$ cat src/rtl/img_dir_alloc.sv
module img_dir_alloc #(
  parameter int N_SLOTS     = 8,
  parameter int AW          = 16,
  parameter int MEM_BYTES   = 4096,
  parameter int ENTRY_BYTES = 4
) (
  input  logic                       clk,
  input  logic                       rst_n,
  input  logic                       clr_req,
  input  logic                       put_req,
  input  logic [AW-1:0]              put_len,
  output logic                       put_ack,
  output logic                       put_full,
  output logic [AW-1:0]              put_base,
  input  logic [$clog2(N_SLOTS)-1:0] look_idx,
  output logic [AW-1:0]              look_base,
  output logic [AW-1:0]              look_len
);
  localparam int IW = $clog2(N_SLOTS);
  localparam int CW = $clog2(N_SLOTS + 1);
  localparam logic [AW-1:0] BASE     = AW'(N_SLOTS * ENTRY_BYTES);
  localparam logic [AW:0]   MEM_TOP  = (AW+1)'(MEM_BYTES);
  localparam logic [CW-1:0] SLOT_MAX = CW'(N_SLOTS);

  logic [AW-1:0] free_ptr;
  logic [CW-1:0] used;
  logic [AW-1:0] dir_a [N_SLOTS];
  logic [AW-1:0] dir_l [N_SLOTS];

  wire [AW:0] next_end = {1'b0, free_ptr} + {1'b0, put_len};
  wire        room     = (used < SLOT_MAX) && (next_end <= MEM_TOP);
  wire        live     = put_req && !clr_req;
  wire        take     = live && room;
  wire        deny     = live && !room;

  always_ff @(posedge clk or negedge rst_n) begin
    if (!rst_n) begin
      free_ptr <= BASE;
      used     <= '0;
      put_ack  <= 1'b0;
      put_full <= 1'b0;
      put_base <= '0;
    end else begin
      put_ack  <= take;
      put_full <= deny;
      if (clr_req) begin
        free_ptr <= BASE;
        used     <= '0;
      end else if (take) begin
        free_ptr <= next_end[AW-1:0];
        used     <= used + 1'b1;
        put_base <= free_ptr;
      end
    end
  end

  for (genvar g = 0; g < N_SLOTS; g++) begin : g_slot
    always_ff @(posedge clk or negedge rst_n) begin
      if (!rst_n) begin
        dir_a[g] <= '0;
        dir_l[g] <= '0;
      end else if (clr_req) begin
        dir_a[g] <= '0;
        dir_l[g] <= '0;
      end else if (take && used == CW'(g)) begin
        dir_a[g] <= free_ptr;
        dir_l[g] <= put_len;
      end
    end
  end

  always_ff @(posedge clk or negedge rst_n) begin
    if (!rst_n) begin
      look_base <= '0;
      look_len  <= '0;
    end else begin
      look_base <= dir_a[look_idx];
      look_len  <= dir_l[look_idx];
    end
  end


  ack_full_excl_chk: assert property (@(posedge clk) disable iff (!rst_n)
    !(put_ack && put_full));


  grant_in_heap_chk: assert property (@(posedge clk) disable iff (!rst_n)
    put_ack |-> (put_base >= BASE) && ({1'b0, put_base} < MEM_TOP));


  deny_frozen_chk: assert property (@(posedge clk) disable iff (!rst_n)
    put_full |-> $stable(free_ptr) && $stable(used));


  count_bound_chk: assert property (@(posedge clk) disable iff (!rst_n)
    used <= SLOT_MAX);


  clear_rewind_chk: assert property (@(posedge clk) disable iff (!rst_n)
    clr_req |=> (used == '0) && (free_ptr == BASE));


  clear_wins_chk: assert property (@(posedge clk) disable iff (!rst_n)
    (clr_req && put_req) |=> !put_ack && !put_full);


  ptr_monotone_chk: assert property (@(posedge clk) disable iff (!rst_n)
    (!clr_req && !put_ack) |=> free_ptr >= $past(free_ptr));
endmodule

$ cat config.mk
export PLATFORM = sky130hd
export DESIGN_NAME = img_dir_alloc
export DESIGN_NICKNAME = d
export VERILOG_FILES = /design/src/rtl/img_dir_alloc.sv
export SDC_FILE = /design/constraint.sdc
export NUM_CORES = 1
export LEC_CHECK = 0
export ABC_CLOCK_PERIOD_IN_PS = 11150
export BUFFER_PORTS_ARGS = -buffer_cell sky130_fd_sc_hd__buf_2
export CORE_MARGIN = 8
export CORE_UTILIZATION = 30
export CTS_CLUSTER_SIZE = 28
export DETAILED_ROUTE_END_ITERATION = 7
export PLACE_DENSITY = 0.55
export SLEW_MARGIN = 25
export SYNTH_ARGS = -nofsm -noshare
export SYNTH_HDL_FRONTEND = slang
export SYNTH_SLANG_ARGS = --single-unit
$ cat constraint.sdc
create_clock -name clk -period 11.15 [get_ports clk]
set_input_delay 1.6725 -clock clk [delete_from_list [all_inputs] [get_ports clk]]
set_output_delay 1.6725 -clock clk [all_outputs]
set_load 0.005 [all_outputs]
### Yosys cells after proc, flatten, opt, wreduce, memory -nomap -nowiden

Index checks and enable logic that the tools add are counted.

* bits in registers: 326
* logic and storage cells: 104
* output and inout bits: 50
* input port bits: 23

* add/sub/neg operators: 2
* reductions and logical operators: 25
* bitwise operators: 2
* magnitude comparators: 3
* eq/ne operators: 7
* muxes and demuxes: 42

Operators by type and width (count)
* $mux W16: 38
* $bmux W16 S3: 2
* $reduce_bool A2 Y1: 9
* $add A16 B16 Y17: 1
* $le A17 B13 Y1 const B: 1
* $eq A4 B3 Y1 const B: 4
* $logic_and A1 B1 Y1: 12
* $eq A4 B2 Y1 const B: 2
* $mux W4: 2
* $add A4 B1 Y4 const B: 1
* $eq A4 B1 Y1 const B: 1
* $ge A4 B4 Y1 const B: 1
* $logic_not A4 Y1: 1
* $lt A4 B4 Y1 const B: 1
* $not A3 Y4: 1
* $logic_not A1 Y1: 2
* $reduce_and A2 Y1: 1
* $not A1 Y1: 1

### Depth between registers and ports, before layout

* depth after elaboration: 7
* gate-level depth with buffers: 13
* mapped depth without buffers: 10

### Worst setup path before layout

No wires, ideal clock.

* kind: input -> register
* from: in put_len[0]
* to: reg put_base[13]
* required time: 11022 ps
* cell stages on the path: 12
* arrival: 4670 ps
* library setup time: 128 ps
* path buffers: 2
* path slack: 6353 ps
* path through: ha_1 -> fa_1 -> a21o_1 -> a221oi_2 -> xor2_1 -> nand4_1 -> nor4_2 -> a41oi_1 -> buf_2 -> nor3b_4 -> buf_6 -> mux2_1

* cells in the longest elaborated chain, start to end: 5

Ends and longest elaborated chain
* from (decl): line 11 `input logic [AW-1:0] put_len,`
* $add A16 B16 Y17: line 30 `wire [AW:0] next_end = {1'b0, free_ptr} + {1'b0, put_len};`
* $le A17 B13 Y1: line 31 `wire room = (used < SLOT_MAX) && (next_end <= MEM_TOP);`
* $logic_and A1 B1 Y1: line 31
* $logic_and A1 B1 Y1: line 33 `wire take = live && room;`
* $reduce_and A2 Y1 (no line)
* to (signal assigned): line 52 `put_base <= free_ptr;`
* to (decl): line 14 `output logic [AW-1:0] put_base,`

No other way between the ends.
A chain may end at the register's enable or synchronous reset.

### Worst setup path after layout

* from: in put_len[0]
* to: reg dir_l[111] in the netlist's numbering

* cells in the longest elaborated chain, start to end: 6

Ends and longest elaborated chain
* $add A16 B16 Y17: line 30
* $le A17 B13 Y1: line 31
* $logic_and A1 B1 Y1: line 31
* $logic_and A1 B1 Y1: line 33
* $logic_and A1 B1 Y1: line 65 `end else if (take && used == CW'(g)) begin`
* $reduce_bool A2 Y1 (no line)
* to (signal, indexed assignment): line 67 `dir_l[g] <= put_len;`
* to (decl): line 28 `logic [AW-1:0] dir_l [N_SLOTS];`

No other way between the ends.

==> metrics <==
CTS root buffer=clkbuf_16; EDFF count, synth=0; Hold Crit Class=reg -> reg; synth top area cells=dfrtp_1, mux2i_1, mux4_2; number of setup buffers added after CTS=0; gpl congestion=0.8579; vias in the first global route=11670; post-synth cell types=51; area delta synth->final=14.27%; Yosys reg bits=326; cell family with most CP delay=simple AND/OR/NAND/NOR gates; layout cell share with drive strength beyond 1=19.15%; DR iter-0 viols=924; largest net degree at the start of global routing=156; Most used DFF post-synth=dfrtp_1; CTS tree=built; first-pass GRT wire length=70.24 mm; grt ovf=0; antenna violations before repair=1; setup TNS=0 ns; Post-Synth XOR/XNOR Area=0.5420%; Worst-Skew Late Latency=0.54 ns; Worst Path Required=11.54 ns; Clock Path Buffers=3; grt peak-use layer=met2; n_diodes=0; dpl cell area=17130 sq um; die area=61550 sq um; height of the die=248.1 microns; arrival time of the worst setup path=5.88 ns; Slew Limit Headroom=32.01%; post-synth top area cell=dfrtp_1; M3 GR Usage=3.002%; DP Cell Count=2032; fin crit share=49.23%; wire per inst=21.25 microns; Synth Area in Adders=1.672%; # clock sinks=326; syn nets=1409; vias per std cell=5.249; Yosys top cell area share=50.33%; critical path, cell by cell=buf_2, ha_1, fa_1, a21o_1, a221oi_2, xor2_1, nand4_1, nor4_2, a41o_4, buf_4, buf_16, nand2b_1, mux2i_1; sequential-to-total area share from yosys stat=50.49%; Max Transition Viols Final=0; WP buf/inv=3; worst setup path class=in -> reg; NumNets Final=1422; Die X=248.1 microns; Core Region=53500 sq um; Simple-Gate Fraction of Synth Area=12.93%; # port buffers=72; cells after synthesis=1365; final core occ=34.52%; Worst-Margin Slew=1.012 ns; PostCTS Resize Cnt=0; min Tclk post-route=5.489 ns; CP Capture Type=flip-flop; via count=11030; gr usage total=14.60%; met2 global-route usage=22.47%; slowest stage delay, CP=0.50 ns; hold_ws=0.4803 ns; # rows=85; power per cell area=141.3 nW/um^2; clk slew on worst S/H paths=0.05 ns; unrepaired setup endpoints after global routing=no; non-filler cells, final=2101; compound-cell area share of the yosys netlist=7.975%; max cap viols=0; drt total wl=44.64 mm; post-synthesis mux area share=23.13%; peak supply drop=93.20 uV; design area=18470 sq um; post-route ant nets=0; Syn. warnings=0; worst clock skew=0.01948 ns; # H-tree levels=2; main combinational cell family by area after synthesis=multiplexers; post-DP HPWL=26.57 mm; filler cell count=5266; Worst path slowest cell=nor4_2; Synth Cell Area=16160 sq um; Post-CTS Hold Buffers=0; Fmax=182.2 MHz; Initial Util=30.21%; First-pass DRT Iterations=5; status=finished clean; Mean Syn Cell Area=11.84 sq um; Synth async-reset ratio=100.0%; Tot Pwr=2.609 mW; Setup crit start kind=input pin; met1 Use GR=20.34%; # IOs=73; CTS buffer count=39; DP Worst Slack=4.854 ns; Setup-failing EPs final=0; Final Hold Fails=0; residual DRC count=0; Leak=8.758 nW; Worst Path Max Fanout=64; slack of the critical path=5.661 ns
-- cells in the final DEF, fill, tap and decap left out, types with 2 or more instances in the layout --
cell | synthesis | routed
mux2_1 | 18 | 18
o21bai_1 | 2 | 2
nor3b_1 | 4 | 4
a21oi_1 | 113 | 113
a21o_1 | 5 | 5
ha_1 | 20 | 20
and3_1 | 5 | 2
xor2_1 | 7 | 7
dfrtp_1 | 325 | 325
nor3_1 | 5 | 5
nand3_2 | 0 | 3
o21ai_0 | 102 | 102
and3_2 | 0 | 3
clkbuf_1 | 77 | 6
mux4_2 | 64 | 64
mux2_2 | 34 | 34
o211ai_1 | 3 | 3
xnor2_1 | 3 | 3
clkinv_2 | 0 | 5
nor2b_1 | 4 | 4
buf_6 | 2 | 2
clkbuf_8 | 0 | 13
a31oi_1 | 5 | 5
mux2i_1 | 171 | 171
nand4_1 | 6 | 6
nand4_4 | 0 | 3
nor2_1 | 13 | 12
nand3_1 | 106 | 103
clkbuf_16 | 0 | 41
nand2_1 | 7 | 7
buf_4 | 3 | 16
inv_1 | 7 | 7
nand2b_1 | 195 | 195
buf_2 | 28 | 68
-- path summary, 6_finish.rpt --
path	startpoint	end	slack, ns	cells after the start
min reg2reg	put_base[1]	put_base[1]	0.48	1
min	put_base[1]	put_base[1]	0.48	1
max in group asynchronous	rst_n	look_base[4]	8.61	2
max reg2reg	free_ptr[0]	dir_l[111]	6.42	12
min in group asynchronous	rst_n	look_len[0]	1.16	1
max	put_len[0]	dir_l[111]	5.66	13
-- state kept, by name, indices dropped and copies added (netlist names) --
register   cells
put_ack        1
put_base      16
look_len      16
dir_a        128
put_full       1
look_base     16
free_ptr      16
used           4
dir_l        128
-- cell usage after synthesis (3+ instances only) --
cell type and count:
nor2_1 13, o21ai_0 102, nor3b_1 4, mux4_2 64
a21o_1 5, nand2b_1 195, nand4_2 3, mux2_1 18
nor3_1 5, a21oi_1 113, xor2_1 7, nand4_1 6
nor2b_1 4, buf_4 3, xnor2_1 3, ha_1 20
nand2_1 7, a31oi_1 5, buf_2 28, mux2i_1 171
clkbuf_1 77, o211ai_1 3, and3_1 5, dfrtp_1 325
nand3_1 106, buf_1 7, inv_1 7, mux2_2 34
-- layer usage --
metal | share of wire [%] | wire length [microns]
met3 | 6.2 | 2749
met5 | 0.029 | 13
met4 | 2.6 | 1160
met1 | 46 | 20540
met2 | 45 | 20180
-- power by group --
part / internal (mW) / total [mW] / switching [mW]
clock: 0.779 / 1.28 / 0.499
combinational: 0.0405 / 0.144 / 0.104
sequential: 1.19 / 1.19 / 0.00129
-- cell type report --
cell class / instances / area (sq um) / area share, %
multi-input cells: 915 / 7564 / 40.96
well taps: 696 / 870.8 / 4.716
flip-flops and latches: 326 / 8159 / 44.18
clock inverters: 8 / 73.82 / 0.3998
clock buffers: 60 / 1227 / 6.647
inverters: 7 / 26.28 / 0.1423
repair buffers: 89 / 545.5 / 2.954
-- cell families after synthesis --
family | Yosys count
compound gates | 241
xor+xnor | 10
fa+ha+maj | 21
buf+inv | 124
flops | 326
mux | 287
simple gates | 356
No activity file was read; power rests on OpenSTA's default activity.
